**src/rtl/srcu_pkg.sv**
```systemverilog
package srcu_pkg;

    typedef enum logic [1:0] {
        ST_NORMAL = 2'b00,
        ST_STOP   = 2'b01,
        ST_WARMUP = 2'b10
    } srcu_state_e;

    localparam int unsigned CFG_W    = 8;
    localparam int unsigned BIT_STOP = 7;
    localparam int unsigned BIT_RELM = 6;
    localparam int unsigned BIT_HOLD = 4;

    typedef struct packed {
        srcu_state_e state;
        logic        stop_req;
        logic        relm_eff;
        logic        relm_pend;
        logic        hold_drv;
        logic        presc_clr;
        logic        wake_done;
    } srcu_ctl_t;

endpackage

```
**src/rtl/srcu_pin_sync.sv**
```systemverilog
module srcu_pin_sync (
    input  logic clk,
    input  logic rst_n,
    input  logic pin_async,
    output logic pin_lvl,
    output logic pin_rise
);
    typedef struct packed {
        logic meta;
        logic lvl;
        logic prev;
    } sync_t;

    sync_t s_d, s_q;

    always_comb begin
        s_d      = s_q;
        s_d.meta = pin_async;
        s_d.lvl  = s_q.meta;
        s_d.prev = s_q.lvl;
    end

    always_ff @(posedge clk or negedge rst_n) begin
        if (!rst_n) s_q <= '0;
        else        s_q <= s_d;
    end

    assign pin_lvl  = s_q.lvl;
    assign pin_rise = s_q.lvl & ~s_q.prev;


    rise_single_chk: assert property (@(posedge clk) disable iff (!rst_n)
        pin_rise |=> !pin_rise);

endmodule

```
**src/rtl/srcu_warm_cnt.sv**
```systemverilog
module srcu_warm_cnt #(
    parameter int unsigned WARM_LEN = 256,
    localparam int unsigned CNT_W   = (WARM_LEN < 2) ? 1 : $clog2(WARM_LEN)
) (
    input  logic clk,
    input  logic rst_n,
    input  logic load,
    input  logic run,
    output logic zero
);
    localparam logic [CNT_W-1:0] LOAD_VAL = CNT_W'(WARM_LEN - 1);

    logic [CNT_W-1:0] cnt_d, cnt_q;

    always_comb begin
        cnt_d = cnt_q;
        if (load)
            cnt_d = LOAD_VAL;
        else if (run && cnt_q != '0)
            cnt_d = cnt_q - 1'b1;
    end

    always_ff @(posedge clk or negedge rst_n) begin
        if (!rst_n) cnt_q <= '0;
        else        cnt_q <= cnt_d;
    end

    assign zero = (cnt_q == '0);


    cnt_no_wrap_chk: assert property (@(posedge clk) disable iff (!rst_n)
        (run && !load && zero) |=> zero);


    cnt_load_chk: assert property (@(posedge clk) disable iff (!rst_n)
        load |=> (cnt_q == LOAD_VAL));

endmodule

```
**src/rtl/srcu_port_hold.sv**
```systemverilog
module srcu_port_hold #(
    parameter int unsigned PORT_W = 8
) (
    input  logic              clk,
    input  logic              rst_n,
    input  logic              wr_en,
    input  logic [PORT_W-1:0] wr_data,
    input  logic              frozen,
    input  logic              hold_drv,
    output logic [PORT_W-1:0] port_out,
    output logic [PORT_W-1:0] port_oe
);
    logic [PORT_W-1:0] lat_d, lat_q;

    always_comb begin
        lat_d = lat_q;
        if (wr_en && !frozen)
            lat_d = wr_data;
    end

    always_ff @(posedge clk or negedge rst_n) begin
        if (!rst_n) lat_q <= '0;
        else        lat_q <= lat_d;
    end

    assign port_out = lat_q;
    assign port_oe  = (!frozen || hold_drv) ? {PORT_W{1'b1}} : {PORT_W{1'b0}};


    latch_frozen_chk: assert property (@(posedge clk) disable iff (!rst_n)
        frozen |=> $stable(lat_q));

endmodule

```
**src/rtl/srcu_stop_ctrl.sv**
```systemverilog
module srcu_stop_ctrl
    import srcu_pkg::*;
#(
    parameter int unsigned PORT_W   = 8,
    parameter int unsigned WARM_LEN = 256
) (
    input  logic              clk,
    input  logic              rst_n,
    input  logic              cfg_we,
    input  logic [7:0]        cfg_wdata,
    output logic [7:0]        cfg_rdata,
    input  logic              wake_pin,
    input  logic              port_latch_wr,
    input  logic [PORT_W-1:0] port_latch_din,
    output logic [PORT_W-1:0] port_out,
    output logic [PORT_W-1:0] port_oe,
    output logic              osc_en,
    output logic              core_clk_en,
    output logic              presc_clr,
    output logic [1:0]        state_o,
    output logic              wake_done
);
    srcu_ctl_t ctl_d, ctl_q;
    logic      pin_lvl, pin_rise, warm_zero, warm_load, warm_run;
    logic      unused_cfg_bits;

    assign unused_cfg_bits = ^{cfg_wdata[5], cfg_wdata[3:0]};

    srcu_pin_sync u_sync (
        .clk      (clk),
        .rst_n    (rst_n),
        .pin_async(wake_pin),
        .pin_lvl  (pin_lvl),
        .pin_rise (pin_rise)
    );

    always_comb begin
        ctl_d           = ctl_q;
        ctl_d.presc_clr = 1'b0;
        ctl_d.wake_done = 1'b0;

        if (pin_rise && ctl_q.relm_pend) begin
            ctl_d.relm_eff  = 1'b1;
            ctl_d.relm_pend = 1'b0;
        end

        unique case (ctl_q.state)
            ST_NORMAL: begin
                if (cfg_we) begin
                    ctl_d.hold_drv = cfg_wdata[BIT_HOLD];
                    if (!cfg_wdata[BIT_RELM]) begin
                        ctl_d.relm_eff  = 1'b0;
                        ctl_d.relm_pend = 1'b0;
                    end else if (!ctl_d.relm_eff) begin
                        ctl_d.relm_pend = 1'b1;
                    end
                    if (cfg_wdata[BIT_STOP]) begin
                        ctl_d.stop_req = 1'b1;
                        if (ctl_d.relm_eff && pin_lvl) begin
                            ctl_d.state = ST_WARMUP;
                        end else begin
                            ctl_d.state     = ST_STOP;
                            ctl_d.presc_clr = 1'b1;
                        end
                    end
                end
            end
            ST_STOP: begin
                if ((ctl_q.relm_eff && pin_lvl) || pin_rise)
                    ctl_d.state = ST_WARMUP;
            end
            ST_WARMUP: begin
                if (warm_zero) begin
                    ctl_d.state     = ST_NORMAL;
                    ctl_d.stop_req  = 1'b0;
                    ctl_d.wake_done = 1'b1;
                end
            end
            default: ctl_d.state = ST_NORMAL;
        endcase
    end

    always_ff @(posedge clk or negedge rst_n) begin
        if (!rst_n) begin
            ctl_q       <= '0;
            ctl_q.state <= ST_NORMAL;
        end else begin
            ctl_q <= ctl_d;
        end
    end

    assign warm_load = (ctl_q.state != ST_WARMUP) && (ctl_d.state == ST_WARMUP);
    assign warm_run  = (ctl_q.state == ST_WARMUP);

    srcu_warm_cnt #(.WARM_LEN(WARM_LEN)) u_warm (
        .clk  (clk),
        .rst_n(rst_n),
        .load (warm_load),
        .run  (warm_run),
        .zero (warm_zero)
    );

    srcu_port_hold #(.PORT_W(PORT_W)) u_port (
        .clk     (clk),
        .rst_n   (rst_n),
        .wr_en   (port_latch_wr),
        .wr_data (port_latch_din),
        .frozen  (ctl_q.state != ST_NORMAL),
        .hold_drv(ctl_q.hold_drv),
        .port_out(port_out),
        .port_oe (port_oe)
    );

    assign cfg_rdata   = {ctl_q.stop_req, ctl_q.relm_eff, 1'b0, ctl_q.hold_drv, 4'b0000};
    assign osc_en      = (ctl_q.state != ST_STOP);
    assign core_clk_en = (ctl_q.state == ST_NORMAL);
    assign presc_clr   = ctl_q.presc_clr;
    assign state_o     = ctl_q.state;
    assign wake_done   = ctl_q.wake_done;


    presc_on_entry_chk: assert property (@(posedge clk) disable iff (!rst_n)
        (ctl_q.state == ST_NORMAL && ctl_d.state == ST_STOP) |=> presc_clr);


    edge_hold_chk: assert property (@(posedge clk) disable iff (!rst_n)
        (ctl_q.state == ST_STOP && !ctl_q.relm_eff && !pin_rise) |=> (ctl_q.state == ST_STOP));


    warm_no_restop_chk: assert property (@(posedge clk) disable iff (!rst_n)
        (ctl_q.state == ST_WARMUP) |=> (ctl_q.state != ST_STOP));


    wake_pulse_chk: assert property (@(posedge clk) disable iff (!rst_n)
        (ctl_q.state == ST_WARMUP && warm_zero) |=> (wake_done && ctl_q.state == ST_NORMAL && !ctl_q.stop_req));


    cfg_frozen_chk: assert property (@(posedge clk) disable iff (!rst_n)
        (ctl_q.state != ST_NORMAL && ctl_d.state != ST_NORMAL) |=> $stable(ctl_q.hold_drv));


    state_legal_chk: assert property (@(posedge clk) disable iff (!rst_n)
        state_o != 2'b11);

endmodule

```
**config.mk**
```make
export PLATFORM = sky130hd
export DESIGN_NAME = srcu_stop_ctrl
export DESIGN_NICKNAME = d
export VERILOG_FILES = /design/src/rtl/srcu_pkg.sv /design/src/rtl/srcu_pin_sync.sv /design/src/rtl/srcu_warm_cnt.sv /design/src/rtl/srcu_port_hold.sv /design/src/rtl/srcu_stop_ctrl.sv
export SDC_FILE = /design/constraint.sdc
export NUM_CORES = 1
export LEC_CHECK = 0
export CAP_MARGIN = 20
export CORE_MARGIN = 2
export CORE_UTILIZATION = 44
export CTS_BUF_LIST = sky130_fd_sc_hd__clkbuf_4 sky130_fd_sc_hd__clkbuf_8
export DETAILED_ROUTE_END_ITERATION = 16
export GPL_TIMING_DRIVEN = 0
export PLACE_DENSITY = 0.93
export SYNTH_ARGS = -nofsm -noshare
export SYNTH_HDL_FRONTEND = slang
export SYNTH_SLANG_ARGS = --single-unit
```
**constraint.sdc**
```tcl
create_clock -name clk -period 1.92 [get_ports clk]
set_input_delay 0.576 -clock clk [delete_from_list [all_inputs] [get_ports clk]]
set_output_delay 0.576 -clock clk [all_outputs]
set_load 0.02 [all_outputs]
```
==> results of run 1 <==
==> cell families after synthesis <==
| family | Yosys count | share of synthesized area |
|---|---|---|
| muxes | 10 | 0.0865 |
| AOI/OAI and AO/OA | 15 | 0.0816 |
| and+or+nand+nor | 35 | 0.153 |
| DFF | 27 | 0.525 |
| buffers and inverters | 27 | 0.128 |
| adders and majority gates | 1 | 0.00972 |
| xor gates and xnor gates | 2 | 0.0136 |
| other | 1 | 0.00291 |
==> layout make-up <==
cell class	instances	area share
Clock buffer	4	0.0165
Timing Repair Buffer	43	0.239
Inverter	8	0.0165
Multi-Input combinational cell	68	0.259
Sequential cell	27	0.371
Tap cell	31	0.0213
Buffer	19	0.0763
==> metal layers <==
| layer | vias to the layer above | GRT usage | share of wire |
|---|---|---|---|
| met2 | 36 | 0.315 | 0.53 |
| met3 | 7 | 0.0357 | 0.059 |
| met1 | 468 | 0.190 | 0.39 |
| li1 | 490 | - | - |
| met5 | - | 0 | 0 |
| met4 | 0 | 0.0698 | 0.022 |
==> power by group through the flow <==
stage          combinational [mW]  clock (mW)  sequential, mW
2_1_floorplan               0.771           0           0.988
3_3_place_gp                 1.44           0           0.888
3_5_place_dp                 1.48           0           0.908
4_1_cts                      1.42       0.258           0.882
5_1_grt                      1.60       0.287           0.909
6_report                     1.49       0.248           0.881
==> worst paths after layout <==
path	startpoint	end	slack [ns]	cells after the start
worst min-delay path	u_sync.s_d[1]	u_sync.pin_lvl	0.38	0
worst min register to register	u_sync.s_d[1]	u_sync.pin_lvl	0.38	0
max in group asynchronous	rst_n	u_port.port_out[3]	0.96	2
worst max-delay path	state_o[0]	port_oe[5]	0.04	4
worst max register to register	state_o[0]	u_warm.cnt_q[7]	0.13	5
min in group asynchronous	rst_n	cfg_rdata[6]	0.51	1
==> sequential cells by signal (all words and copies together) (netlist names) <==
| signal | flops |
|---|---|
| cfg_rdata | 3 |
| presc_clr | 1 |
| ctl_q | 1 |
| u_sync.s_d | 1 |
| state_o | 2 |
| wake_done | 1 |
| u_port.port_out | 8 |
| u_sync.pin_lvl | 1 |
| u_warm.cnt_q | 8 |
| u_sync.s_q | 1 |
==> cells in the final DEF, fill, tap and decap left out, types with 2 or more instances in the layout <==
master,n
buf_2,2
buf_4,18
buf_6,8
clkbuf_1,2
clkbuf_2,2
clkbuf_4,4
clkdlybuf4s50_1,17
conb_1,5
dfrtp_1,27
dlygate4sd2_1,4
dlymetal6s2s_1,8
inv_1,8
mux2_2,9
nand2_1,8
nand2b_1,2
nand3_1,5
nor2b_1,5
nor3_1,2
nor3b_1,2
o211ai_1,2
o21ai_0,4
or3_1,2
or4_1,2
==> metrics by stage <==
step | TNS (ns) | cells | setup WS [ns] | instance area [um^2] | hold WS (ns)
final | 0 | 200 | 0.0425 | 1820 | 0.378
after floorplan | 0 | 122 | 0.108 | 1300 | 0.280
after global placement | -5.13 | 193 | -0.363 | 1740 | 0.337
after CTS | 0 | 200 | 0.00555 | 1770 | 0.379
after global routing | -0.0953 | 200 | -0.0176 | 1820 | 0.396
after detailed placement | -5.56 | 194 | -0.414 | 1760 | 0.349
==> what timing repair did <==
| action | 4_1_cts | 5_1_grt |
|---|---|---|
| endpoints found under the setup margin | 17 | 18 |
| setup buffers | 2 | 0 |
| cloned | 0 | 0 |
| pin swaps | 2 | 1 |
| gates resized for setup | 42 | 27 |
==> out/metrics.cfg, run 1 <==
[final_layout]
regArea_um2=676
final_nets=192
area_growth_pct=41.3
diodes=0
drive_gt1_frac=0.290
multi_input_area_um2=472
final_core_util=0.660
fill_cells=204

[run_status]
status=completed

[setup_path]
crit_chain=nor2_2 > or2_4 > buf_4 > buf_6
max_stage_delay_ns=0.40
cp.required_ns=1.34
cp_max_fo=8
crit_slowest_cell=dfrtp_1
endpoint_kind=primary output
cp_num_buf_inv=2
worstSetupStartpointType=flip-flop
crit_type=reg2out
critical_path.top_delay_family=flip-flops
cp_data_arrival_time_ns=1.30

[placed_design]
io_buffer_count=40
gp_congestion=0.763
place_hpwl_um=2060

[synth]
synthCells=118
async_flop_share=1.00
synth_area_um2=1290
ys_warn_count=0
synth.distinct_cells=34
yosysTopAreaCell=dfrtp_1
yosys.cell_count.top_type=dfrtp_1
ys_seq_elements=27
synthTopCellsByArea=dfrtp_1 (52%), buf_4 (9.9%), mux2_2 (7.9%), nor2b_1 (2.4%), inv_1 (2.3%)
syn_area_per_cell_um2=10.9
synth-seq-area-share=0.525
synth_top_area_share=0.525
synth_ff_type=dfrtp_1
synth_common_cells=dfrtp_1 (27), buf_4 (17), mux2_2 (9)
synth-edff-count=0

[global_routing]
grt_max_degree=22
grt_pass1_vias=1009
overflow=0
antenna_found_initial=0
grt_pass1_wl_um=4400
track_usage=0.171

[sta]
slew_viol_final=0
min_period_over_period=0.978
setup_violations=0
skew_ns=0.00196
rsz0062_at_grt=yes
finalHoldViolCount=0
timing.final.crit_period_ns=1.88
clock.fmax_ghz=0.533

[detailed_routing]
drt_pass1_iterations=4
wl_per_cell_um=13.5
drt_wl_total_um=2700
drc_errors=0
drt_iter0_markers=11
drt-vias-per-instance=5.01
num_vias=1001
postRouteAntennaNets=0

[clock_network]
clock_sinks=27
tritoncts=done
cts_buffers=3
clkLatencyLatePin_ns=0.32
clkTransAtPathRegs_ns=0.13
htree_levels=1
cts_buffer_depth=2
clock-root-buffer=clkbuf_4
cts_hold_buf=0

[floorplan]
die_h_um=58.1
core_um2=2760
io-pin-count=51
die_x_um=58.1
rows=19
die_area_um2=3380
start_util=0.467

[pwr]
p_per_area_nw_per_um2=1440
vdd_drop_max_uv=1420
p_leak_nw=0.886
internal-power_mw=1.62
p_comb_frac=0.569
switching_share=0.384
p_clk_frac=0.095
switchingPower_mw=1.01
fin_total_pwr_mw=2.62
power_frac_seq=0.336

[job]
cap_violations=0

[worst_hold_path]
min_path_type=reg2reg

No activity file was read; power rests on OpenSTA's default activity.
==> run 2: changes to the inputs <==
--- a/config.mk
+++ b/config.mk
@@ -7,11 +7,11 @@
 export LEC_CHECK = 0
 export CAP_MARGIN = 20
 export CORE_MARGIN = 2
-export CORE_UTILIZATION = 44
+export CORE_UTILIZATION = 40
 export CTS_BUF_LIST = sky130_fd_sc_hd__clkbuf_4 sky130_fd_sc_hd__clkbuf_8
 export DETAILED_ROUTE_END_ITERATION = 16
 export GPL_TIMING_DRIVEN = 0
-export PLACE_DENSITY = 0.93
+export PLACE_DENSITY = 0.9
 export SYNTH_ARGS = -nofsm -noshare
 export SYNTH_HDL_FRONTEND = slang
 export SYNTH_SLANG_ARGS = --single-unit
==> constraint.sdc (replaced) <==
create_clock -name clk -period 1.55 [get_ports clk]
set_input_delay 0.465 -clock clk [delete_from_list [all_inputs] [get_ports clk]]
set_output_delay 0.465 -clock clk [all_outputs]
set_load 0.02 [all_outputs]
==> run 2 against run 1 <==
The run now ends with negative setup slack left. Design area rose by 20%. Sequential power rose by 27%. Worst setup slack worse by 0.35 ns. Clock skew increased by 0.0013 ns. Largest cell class is now non-clock buffers. Critical path type unchanged. Clock power up 30%. Sequential share of layout area shrank 6.0 points.
==> out/metrics.cfg, run 2 (same netlist as run 1, synthesis figures left out) <==
[sta]
slew_viol_final=0  ; unchanged
rsz0062_at_grt=yes  ; unchanged
tightest_slew_ns=0.522
skew_ns=0.00323  ; was 0.00196 ns
timing.final.crit_period_ns=1.86
timing.hold.ws_ns=0.375  ; was 0.378 ns
layout_setup_ws_ns=-0.312  ; was 0.0425 ns
setup_violations=26  ; was 0
finalHoldViolCount=0  ; unchanged
slew_headroom=0.649
min_period_over_period=1.20
clock.fmax_ghz=0.537

[run_status]
status=finished, violations left  ; was completed
violations=negative setup slack

[detailed_routing]
postRouteAntennaNets=0  ; unchanged
drt_wl_total_um=3810  ; was 2700 um
drt_iter0_markers=68  ; was 11
drc_errors=0  ; unchanged
drt-vias-per-instance=5.04  ; was 5.01
num_vias=1143  ; was 1001
wl_per_cell_um=16.8  ; was 13.5 um
drt_pass1_iterations=4  ; unchanged

[worst_hold_path]
min_path_cells=0  ; unchanged
min_path_type=reg2reg  ; unchanged

[pwr]
p_leak_nw=0.959  ; was 0.886 nW
p_clk_frac=0.082  ; was 0.095
p_per_area_nw_per_um2=1810  ; was 1440 nW/um^2
switching_share=0.400  ; was 0.384
switchingPower_mw=1.58  ; was 1.01 mW
internal-power_mw=2.37  ; was 1.62 mW
p_comb_frac=0.634  ; was 0.569
vdd_drop_max_uv=951  ; was 1420 uV
fin_total_pwr_mw=3.95  ; was 2.62 mW
power_frac_seq=0.284  ; was 0.336

[setup_path]
endpoint_kind=primary output  ; unchanged
cp_max_fo=8  ; unchanged
crit_type=reg2out  ; unchanged
rr_worst_depth=7  ; was 5
worstSetupStartpointType=flip-flop  ; unchanged
reg2reg_slack_ns=-0.27  ; was 0.13 ns
cp_data_arrival_time_ns=1.40  ; was 1.30 ns
cp.required_ns=1.08  ; was 1.34 ns

[clock_network]
clock-root-buffer=clkbuf_4  ; unchanged
clkTransAtPathRegs_ns=0.13  ; about the same
tritoncts=done  ; unchanged
cts_buffers=3  ; unchanged
htree_levels=1  ; unchanged
clock_sinks=27  ; unchanged
cts_buffer_depth=2  ; unchanged
clkLatencyLatePin_ns=0.33  ; was 0.32 ns

[final_layout]
drive_gt1_frac=0.497  ; was 0.290
final_nets=206  ; was 192
diodes=0  ; unchanged
final_cell_mix=dfrtp_1 (26), buf_6 (25), buf_4 (19), clkdlybuf4s50_1 (15), mux2_2 (9)  ; was dfrtp_1 (27), buf_4 (18), clkdlybuf4s50_1 (17), mux2_2 (9)
fin_area_um2=2180  ; was 1820 um^2
area_growth_pct=69.1  ; was 41.3%
mostFrequentLayoutCell=dfrtp_1  ; unchanged

[floorplan]
io-pin-count=51  ; unchanged
core_um2=3050  ; was 2760 um^2
rows=20  ; was 19
die_h_um=60.7  ; was 58.1 um
die_x_um=60.7  ; was 58.1 um
die_area_um2=3690  ; was 3380 um^2
start_util=0.422  ; was 0.467

[global_routing]
grt_pass1_wl_um=4970  ; was 4400 um
grt_pass1_vias=1069  ; was 1009
overflow=0  ; unchanged
grt_max_degree=21  ; was 22
track_usage=0.185  ; was 0.171
antenna_found_initial=0  ; unchanged

[placed_design]
gp_congestion=0.842  ; was 0.763
place_hpwl_um=2250  ; was 2060 um
placed_cell_area_um2=1790  ; was 1760 um^2
dpl_worst_slack_ns=-0.659  ; was -0.414 ns
io_buffer_count=40  ; unchanged

[job]
cap_violations=0  ; unchanged

run 2: area by class of cell:
| class | instances | area (um^2) |
|---|---|---|
| Buffer | 18 | 163 |
| Clock buffer | 4 | 30.0 |
| Fill cell | 204 | 876 |
| Inverter | 8 | 30.0 |
| Multi-Input combinational cell | 69 | 662 |
| Sequential cell | 27 | 677 |
| Tap cell | 44 | 55.1 |
| Timing Repair Buffer | 57 | 561 |
run 2: routing by layer:
layer,GRT usage,up-vias,share of wire
li1,-,517,-
met1,0.201,564,0.35
met2,0.333,42,0.57
met3,0.0490,20,0.048
met4,0.0901,0,0.038
met5,0,-,0
run 2: path summary, 6_finish.rpt:
kind	to	from
max	port_oe[7]	state_o[1]
min	u_sync.pin_lvl	u_sync.s_d[1]
max reg2reg	u_warm.cnt_q[6]	state_o[0]
min reg2reg	u_sync.pin_lvl	u_sync.s_d[1]
max in group asynchronous	u_port.port_out[3]	rst_n
min in group asynchronous	presc_clr	rst_n
run 2: worst max-delay path, cell delays in order, from the launching register on:
cell,delay (ns)
dfrtp_1,0.44
nor2_4,0.07
or2_4,0.29
buf_6,0.14
buf_6,0.12
run 2: power by group through the flow:
stage,logic (mW),registers (mW),clock network [mW]
after floorplan,0.964,1.23,0
after global placement,1.80,1.10,0
after detailed placement,1.86,1.13,0
after CTS,2.20,1.10,0.323
after global routing,2.64,1.15,0.358
final,2.51,1.12,0.322
run 2: through the flow:
step | cells | utilization | TNS [ns]
3_5_place_dp | 207 | 0.587 | -12.56
6_report | 227 | 0.713 | -4.30
4_1_cts | 223 | 0.662 | -3.88
3_3_place_gp | 206 | 0.578 | -19.05
5_1_grt | 227 | 0.713 | -5.54
2_1_floorplan | 122 | - | -0.267
run 2: what timing repair did:
item	CTS	global route
endpoints found under the hold margin	0	0
endpoints found under the setup margin	36	34
cloned	0	1
setup buffers	13	3
hold buffers	0	0
resized for setup	114	34
pin swaps	7	5
==> run 3: changes to the inputs <==
--- a/config.mk
+++ b/config.mk
@@ -12,6 +12,7 @@
 export DETAILED_ROUTE_END_ITERATION = 16
 export GPL_TIMING_DRIVEN = 0
 export PLACE_DENSITY = 0.9
+export SKIP_CTS_REPAIR_TIMING = 1
 export SYNTH_ARGS = -nofsm -noshare
 export SYNTH_HDL_FRONTEND = slang
 export SYNTH_SLANG_ARGS = --single-unit
==> run 3 against run 2 <==
The run still ends with negative setup slack left. First-iteration DRC count fell by 28%. Sequential share of layout area rose by 3.0 points. Die area did not move. Clock power fell by 2%. Utilization fell by 5.9 points. Power fell by 9.5%. Routed wire length fell by 16%. Via count fell by 9.4%. Worst setup slack improved by 0.010 ns. Sequential power barely moved. Global-route usage fell by 3.3 points. Non-clock buffer count fell by 7. Critical path type unchanged. Highest routed layer unchanged.
==> out/metrics.cfg, run 3 (same netlist as run 1, synthesis figures left out) <==
[run_status]
status=finished, violations left  ; unchanged
violations=negative setup slack  ; unchanged

[final_layout]
mostFrequentLayoutCell=buf_4  ; was dfrtp_1
drive_gt1_frac=0.417  ; was 0.497
diodes=0  ; unchanged
final_nets=198  ; was 206
final_cell_mix=buf_4 (26), dfrtp_1 (23), clkdlybuf4s50_1 (15), dlymetal6s2s_1 (12), buf_6 (11)  ; was dfrtp_1 (26), buf_6 (25), buf_4 (19), clkdlybuf4s50_1 (15), mux2_2 (9)
area_growth_pct=55.1  ; was 69.1%
fill_cells=225  ; was 204

[pwr]
internal-power_mw=2.20  ; was 2.37 mW
switchingPower_mw=1.38  ; was 1.58 mW
p_comb_frac=0.600  ; was 0.634
fin_total_pwr_mw=3.58  ; was 3.95 mW
p_per_area_nw_per_um2=1790  ; was 1810 nW/um^2
vdd_drop_max_uv=940  ; was 951 uV
p_leak_nw=0.980  ; was 0.959 nW
power_frac_seq=0.312  ; was 0.284
switching_share=0.386  ; was 0.400
p_clk_frac=0.088  ; was 0.082

[job]
cap_violations=0  ; unchanged

[global_routing]
grt_pass1_vias=946  ; was 1069
track_usage=0.153  ; was 0.185
overflow=0  ; unchanged
grt_pass1_wl_um=4130  ; was 4970 um
grt_max_degree=21  ; unchanged
antenna_found_initial=0  ; unchanged

[floorplan]
die_h_um=60.7  ; unchanged
core_um2=3050  ; unchanged
io-pin-count=51  ; unchanged
die_area_um2=3690  ; unchanged
die_x_um=60.7  ; unchanged
start_util=0.422  ; unchanged
rows=20  ; unchanged

[sta]
slew_viol_final=0  ; unchanged
timing.final.crit_period_ns=1.85  ; was 1.86 ns
finalHoldViolCount=0  ; unchanged
setup_violations=16  ; was 26
clock.fmax_ghz=0.540  ; was 0.537 GHz
min_period_over_period=1.19  ; was 1.20
rsz0062_at_grt=yes  ; unchanged
skew_ns=0.00491  ; was 0.00323 ns
layout_setup_ws_ns=-0.302  ; was -0.312 ns

[clock_network]
clock_sinks=27  ; unchanged
cts_buffers=3  ; unchanged
clkTransAtPathRegs_ns=0.13  ; about the same
cts_buffer_depth=2  ; unchanged
tritoncts=done  ; unchanged
clkLatencyLatePin_ns=0.32  ; was 0.33 ns
clock-root-buffer=clkbuf_4  ; unchanged
htree_levels=1  ; unchanged

[detailed_routing]
postRouteAntennaNets=0  ; unchanged
drt_pass1_iterations=4  ; unchanged
num_vias=1035  ; was 1143
wl_per_cell_um=14.6  ; was 16.8 um
drt_iter0_markers=49  ; was 68
drt-vias-per-instance=4.73  ; was 5.04
drc_errors=0  ; unchanged
drt_wl_total_um=3200  ; was 3810 um

[placed_design]
io_buffer_count=40  ; unchanged
dpl_worst_slack_ns=-0.659  ; unchanged
gp_congestion=0.842  ; unchanged
place_hpwl_um=2250  ; unchanged

[setup_path]
endpoint_kind=primary output  ; unchanged
worstSetupStartpointType=flip-flop  ; unchanged
crit_type=reg2out  ; unchanged
cp.required_ns=1.08  ; about the same
cp_max_fo=8  ; unchanged
cp_data_arrival_time_ns=1.39  ; was 1.40 ns

[worst_hold_path]
min_path_type=reg2reg  ; unchanged

==> run 3: cell count changes in the layout (fill, tap and decap cells not counted), moves of 3 or more <==
| cell | previous run | this run |
|---|---|---|
| buf_4 | 19 | 26 |
| dfrtp_1 | 26 | 23 |
| dlymetal6s2s_1 | 0 | 12 |
| buf_6 | 25 | 11 |
| dlygate4sd2_1 | 3 | 0 |
| nor2b_1 | 2 | 5 |
| buf_2 | 4 | 0 |
| dfrtp_2 | 1 | 4 |
| clkdlybuf4s15_1 | 7 | 0 |
==> run 3: power groups by stage <==
stage | clock network (mW) | registers [mW] | logic [mW]
3_3_place_gp | 0 | 1.10 | 1.80
5_1_grt | 0.348 | 1.15 | 2.28
6_report | 0.314 | 1.12 | 2.15
3_5_place_dp | 0 | 1.13 | 1.86
4_1_cts | 0.323 | 1.11 | 1.87
2_1_floorplan | 0 | 1.23 | 0.964
==> run 3: critical path: stages (launching register included) <==
cell and delay (ns):
dfrtp_2 0.45, nor2_4 0.06, or2_4 0.28, buf_4 0.14, buf_6 0.12
==> run 3: per-stage QoR <==
stage,setup TNS [ns],utilization,instance area (um^2),std cells,hold WS (ns)
detailed placement,-12.56,0.587,1790,207,0.341
global route,-4.07,0.654,2000,219,0.393
floorplan,-0.267,-,1310,122,0.169
CTS,-14.28,0.597,1820,211,0.376
global placement,-19.05,0.578,1760,206,0.335
finish,-3.06,0.654,2000,219,0.375
==> run 3: final cells by class <==
cell class	instances	area, um^2	share of cell area
tap	44	55.1	0.0276
sequential	27	681	0.341
buffer	17	129	0.0645
clock buffer	4	30.0	0.0150
multi-input combinational	68	539	0.270
timing repair buffer	51	533	0.267
inverter	8	30.0	0.0150
==> run 3: final timing paths <==
| path | end | slack [ns] | startpoint | depth (start not counted) |
|---|---|---|---|---|
| hold reg to reg | u_sync.pin_lvl | 0.37 | u_sync.s_d[1] | 0 |
| hold / removal | u_sync.pin_lvl | 0.37 | u_sync.s_d[1] | 0 |
| min in group asynchronous | ctl_q[3] | 0.44 | rst_n | 1 |
| setup reg to reg | u_warm.cnt_q[7] | -0.15 | state_o[0] | 5 |
| max in group asynchronous | u_warm.cnt_q[4] | 0.65 | rst_n | 2 |
| setup / recovery | port_oe[7] | -0.30 | state_o[1] | 4 |
==> run 3: metal layers <==
layer,GRT usage,vias to the layer above,part of all wire
met5,0,-,0
met4,0.0466,0,0.019
met3,0.0384,7,0.030
met2,0.278,18,0.58
met1,0.176,511,0.37
li1,-,499,-
